==> config.mk <==
export PLATFORM = sky130hd
export DESIGN_NAME = bank_window_mapper
export DESIGN_NICKNAME = d
export VERILOG_FILES = /design/src/rtl/bwm_pkg.sv /design/src/rtl/bwm_bank_shift.sv /design/src/rtl/bwm_xlate.sv /design/src/rtl/bank_window_mapper.sv
export SDC_FILE = /design/constraint.sdc
export NUM_CORES = 1
export LEC_CHECK = 0
export BUFFER_PORTS_ARGS = -buffer_cell sky130_fd_sc_hd__clkbuf_2
export CORE_MARGIN = 2
export CORE_UTILIZATION = 45
export CTS_BUF_LIST = sky130_fd_sc_hd__clkbuf_8
export DETAILED_ROUTE_END_ITERATION = 7
export MAX_ROUTING_LAYER = met4
export PLACE_DENSITY = 0.75
export SLEW_MARGIN = 0
export SYNTH_ARGS = -nofsm -noshare
export SYNTH_HDL_FRONTEND = slang
export SYNTH_SLANG_ARGS = --single-unit
==> constraint.sdc <==
create_clock -name clk -period 2.1 [get_ports clk]
set_clock_uncertainty 0.1 [all_clocks]
set_input_delay 0.315 -clock clk [delete_from_list [all_inputs] [get_ports clk]]
set_output_delay 0.315 -clock clk [all_outputs]
set_load 0.1 [all_outputs]
==> src/rtl/bwm_pkg.sv <==
package bwm_pkg;
  localparam int MAIN_AW_DEF = 24;
  localparam int WIN_AW_DEF  = 15;
  localparam int DW_DEF      = 8;

  typedef struct packed {
    logic rd;
    logic wr;
  } strobe_t;
endpackage

==> src/rtl/bwm_bank_shift.sv <==
module bwm_bank_shift #(
  parameter int MAIN_AW = 24,
  parameter int WIN_AW  = 15
) (
  input  logic               clk,
  input  logic               rst,
  input  logic               shift_en,
  input  logic               shift_bit,
  output logic [MAIN_AW-1:0] base_o
);
  localparam int BANK_BITS = MAIN_AW - WIN_AW;

  logic [BANK_BITS-1:0] bank_q;

  always_ff @(posedge clk) begin
    if (rst) begin
      bank_q <= '0;
    end else if (shift_en) begin
      bank_q <= {shift_bit, bank_q[BANK_BITS-1:1]};
    end
  end

  assign base_o = {bank_q, {WIN_AW{1'b0}}};
endmodule

==> src/rtl/bwm_xlate.sv <==
module bwm_xlate
  import bwm_pkg::*;
#(
  parameter int MAIN_AW   = 24,
  parameter int WIN_AW    = 15,
  parameter int DW        = 8,
  parameter bit USE_ADDER = 1'b1
) (
  input  logic               clk,
  input  logic               rst,
  input  logic [MAIN_AW-1:0] base_i,
  input  strobe_t            req_i,
  input  logic [WIN_AW-1:0]  off_i,
  input  logic [DW-1:0]      wdata_i,
  output logic [MAIN_AW-1:0] addr_o,
  output strobe_t            stb_o,
  output logic [DW-1:0]      wdata_o
);
  localparam int BANK_BITS = MAIN_AW - WIN_AW;

  logic [MAIN_AW-1:0] addr_next;

  generate
    if (USE_ADDER) begin : g_add
      assign addr_next = base_i + {{BANK_BITS{1'b0}}, off_i};
    end else begin : g_cat
      logic [WIN_AW-1:0] unused_low;
      assign unused_low = base_i[WIN_AW-1:0];
      assign addr_next  = {base_i[MAIN_AW-1:WIN_AW], off_i};
    end
  endgenerate

  always_ff @(posedge clk) begin
    if (rst) begin
      addr_o  <= '0;
      stb_o   <= '0;
      wdata_o <= '0;
    end else begin
      stb_o <= req_i;
      if (req_i.rd || req_i.wr) begin
        addr_o  <= addr_next;
        wdata_o <= wdata_i;
      end
    end
  end
endmodule

==> src/rtl/bank_window_mapper.sv <==
module bank_window_mapper
  import bwm_pkg::*;
#(
  parameter int MAIN_AW   = MAIN_AW_DEF,
  parameter int WIN_AW    = WIN_AW_DEF,
  parameter int DW        = DW_DEF,
  parameter bit USE_ADDER = 1'b1
) (
  input  logic               clk,
  input  logic               rst,
  input  logic               bank_we,
  input  logic [DW-1:0]      bank_wdata,
  input  logic               win_rd,
  input  logic               win_wr,
  input  logic [WIN_AW-1:0]  win_off,
  input  logic [DW-1:0]      win_wdata,
  output logic [DW-1:0]      win_rdata,
  output logic [MAIN_AW-1:0] mb_addr,
  output logic               mb_rd,
  output logic               mb_wr,
  output logic [DW-1:0]      mb_wdata,
  input  logic [DW-1:0]      mb_rdata
);
  logic [MAIN_AW-1:0] base_w;
  strobe_t            req_w;
  strobe_t            stb_w;
  logic               unused_hi;

  assign unused_hi = ^bank_wdata[DW-1:1];
  assign req_w     = '{rd: win_rd, wr: win_wr};

  bwm_bank_shift #(
    .MAIN_AW(MAIN_AW),
    .WIN_AW (WIN_AW)
  ) u_shift (
    .clk      (clk),
    .rst      (rst),
    .shift_en (bank_we),
    .shift_bit(bank_wdata[0]),
    .base_o   (base_w)
  );

  bwm_xlate #(
    .MAIN_AW  (MAIN_AW),
    .WIN_AW   (WIN_AW),
    .DW       (DW),
    .USE_ADDER(USE_ADDER)
  ) u_xlate (
    .clk    (clk),
    .rst    (rst),
    .base_i (base_w),
    .req_i  (req_w),
    .off_i  (win_off),
    .wdata_i(win_wdata),
    .addr_o (mb_addr),
    .stb_o  (stb_w),
    .wdata_o(mb_wdata)
  );

  assign mb_rd     = stb_w.rd;
  assign mb_wr     = stb_w.wr;
  assign win_rdata = mb_rdata;
endmodule

==> flow_metrics.py <==
metrics = {
    "worst_setup_path": {
        "timing.critical_path.from_type": "register",
        "cp.required_ns": 1.68,
        "crit_chain": "clkbuf_2",
        "cp_slowest_cell": "clkbuf_2",
        "cp_slowest_stage_delay_ns": 0.46,
        "crit_type": "register to output pin",
        "r2r_slack_ns": 1.10,
        "critPathArrivalTime_ns": 1.10,
        "crit_family": "buffers and inverters",
        "crit_buf_inv": 1,
        "cp-end-kind": "output pin",
        "cp_max_fo": 2,
    },
    "sta": {
        "hold_viol": 0,
        "rsz0062_at_grt": "false",
        "fin_crit_sh": 0.722,
        "drv_slew": 0,
        "tns_ns": 0,
        "setup_violations": 0,
        "setup_ws_ns": 0.584,
        "period_needed_ns": 1.52,
        "worst_slew_pin_slew_ns": 0.548,
        "slew_headroom": 0.636,
        "max_freq_mhz": 659,
    },
    "final_layout": {
        "area_growth_pct": 15.4,
        "fin_cells": 282,
        "final_util": 0.530,
        "layout-drive-gt1-share": 0.310,
        "seq_area_um2": 861,
        "n_fill_cell": 395,
        "insertedDiodeCount": 0,
        "nNetsFinal": 275,
        "multi_input_area_um2": 737,
    },
    "floorplan": {
        "die_h_um": 67.5,
        "design.core.area_um2": 3940,
        "die_area_um2": 4550,
        "rows": 23,
        "ios": 86,
        "start_util": 0.460,
        "die_w_um": 67.5,
    },
    "job": {
        "cap_viol_max_count": 0,
    },
    "clock_network": {
        "tritoncts": "built",
        "path_clk_slew_ns": 0.08,
        "post_cts_buffers": 0,
        "cts_buffers": 5,
        "clockBufferDepth": 2,
        "clock-root-buffer": "clkbuf_8",
        "ctsHoldBuffers": 0,
        "clk_latency_ns": 0.29,
        "h-tree-depth": 2,
        "cts_resized": 0,
        "cts_sinks": 43,
    },
    "drt": {
        "first_iter_violations": 63,
        "routed_wl_um": 3460,
        "wl_per_cell_um": 12.3,
        "drc": 0,
        "first_pass_iters": 4,
        "via_per_inst": 5.13,
        "num_vias": 1448,
        "ant_nets": 0,
    },
    "power": {
        "power.density_nw_per_um2": 831,
        "p_switching_w": 0.000590,
        "p_sw_frac": 0.339,
        "clkPwrFrac": 0.289,
        "total_power_w": 0.00174,
        "ir_worst_vdd_v": 0.000420,
        "intPower_w": 0.00115,
        "power_leakage_nw": 0.875,
        "combPwrFrac": 0.215,
        "p_seq_frac": 0.496,
    },
    "yosys": {
        "ys_types": 14,
        "synthCells": 187,
        "yosysMostFrequentCell": "dfxtp_1",
        "syn-cell-area_um2": 1810,
        "synth-edff-count": 0,
        "yosysTopAreaCell": "dfxtp_1",
        "ys_dominant_reg_cell": "dfxtp_1",
        "synth_common_cells": "dfxtp_1, a21oi_1, o21ai_0, or3b_1",
        "synthTopCellsByArea": "dfxtp_1, or3b_1, a21oi_1",
        "synth_fp_nets": 231,
        "ys_seq_elements": 43,
        "async_flop_share": 0,
        "seq_area_frac_synth": 0.475,
        "synth.avg_cell_area_um2": 9.69,
        "synth_top_area_frac": 0.475,
        "synth_warnings": 0,
    },
    "outcome": {
        "outcome": "completed",
    },
    "global_route": {
        "grt-ovfl-total": 0,
        "track_usage": 0.173,
        "grt_pass1_vias": 1315,
        "grt_first_pass_wirelength_um": 5750,
        "antenna_found_initial": 0,
        "grt_max_degree": 66,
    },
    "min_path": {
        "hold_class": "input pin to register",
    },
    "placement": {
        "placed_cells": 274,
        "globalplace.congestion": 0.659,
        "hpwl_um": 2180,
        "io_buffers": 62,
        "preCtsSetupSlack_ns": 0.551,
    },
}
## logic make-up (layout without fill, tap and decap cells)
kind of cell,count (synthesis),after routing,share of synthesized area
AO/OA/AOI/OAI,64,64,0.177
buffers and inverters,28,73,0.118
flip-flops,43,43,0.475
multiplexers,9,9,0.0497
AND/OR/NAND/NOR,43,43,0.180
## layout make-up
type / count / area share
Sequential cell: 43 / 0.412
Clock inverter: 3 / 0.00778
Tap cell: 50 / 0.0299
Timing Repair Buffer: 65 / 0.165
Multi-Input combinational cell: 116 / 0.352
Clock buffer: 5 / 0.0329
## placed cells by master, fill, tap and decap left out
| cell type | instances |
|---|---|
| dfxtp_1 | 43 |
| clkinv_2 | 1 |
| buf_4 | 2 |
| o21ai_0 | 32 |
| clkbuf_8 | 5 |
| mux2i_1 | 9 |
| inv_1 | 1 |
| clkinvlp_4 | 1 |
| buf_12 | 1 |
| a21oi_1 | 32 |
| nor2_1 | 9 |
| nor2b_1 | 2 |
| clkbuf_2 | 62 |
| or3b_1 | 32 |
## per-layer routing
layer,vias up,GRT usage,routed length (µm)
met5,-,-,0
li1,738,-,-
met4,0,0.0816,46
met3,5,0.0550,244
met2,48,0.271,1570
met1,657,0.203,1600
## flip-flops by register name, indices dropped and copies added, names as in the netlist
register / cells
u_xlate.addr_o: 24
u_shift.bank_q: 9
u_xlate.wdata_o: 8
u_xlate.stb_o: 2
## worst paths after layout
check	startpoint	end	depth (start not counted)
worst max register to register	u_xlate.wdata_o[2]$_SDFFE_PP0P_	u_xlate.wdata_o[2]$_SDFFE_PP0P_	2
worst min-delay path	win_off[13]	u_xlate.addr_o[13]$_SDFFE_PP0P_	3
worst max-delay path	u_xlate.addr_o[23]$_SDFFE_PP0P_	mb_addr[23]	1
worst min register to register	u_shift.bank_q[0]$_SDFFE_PP0P_	u_xlate.addr_o[15]$_SDFFE_PP0P_	2
## metrics by stage
step	hold WS [ns]	instance area [µm²]
3_3_place_gp	0.364	2010
6_report	0.161	2090
2_1_floorplan	0.350	1810
3_5_place_dp	0.373	2010
5_1_grt	0.161	2090
4_1_cts	0.150	2090
## power by group through the flow
stage	clock, W	sequential, W	combinational (W)
floorplan	0	0.00110	0.000171
global route	0.000561	0.000866	0.000395
global placement	0	0.000881	0.000372
finish	0.000503	0.000862	0.000373
CTS	0.000535	0.000863	0.000376
detailed placement	0	0.000881	0.000376
Note: power is estimated with default switching activity, not from simulation.
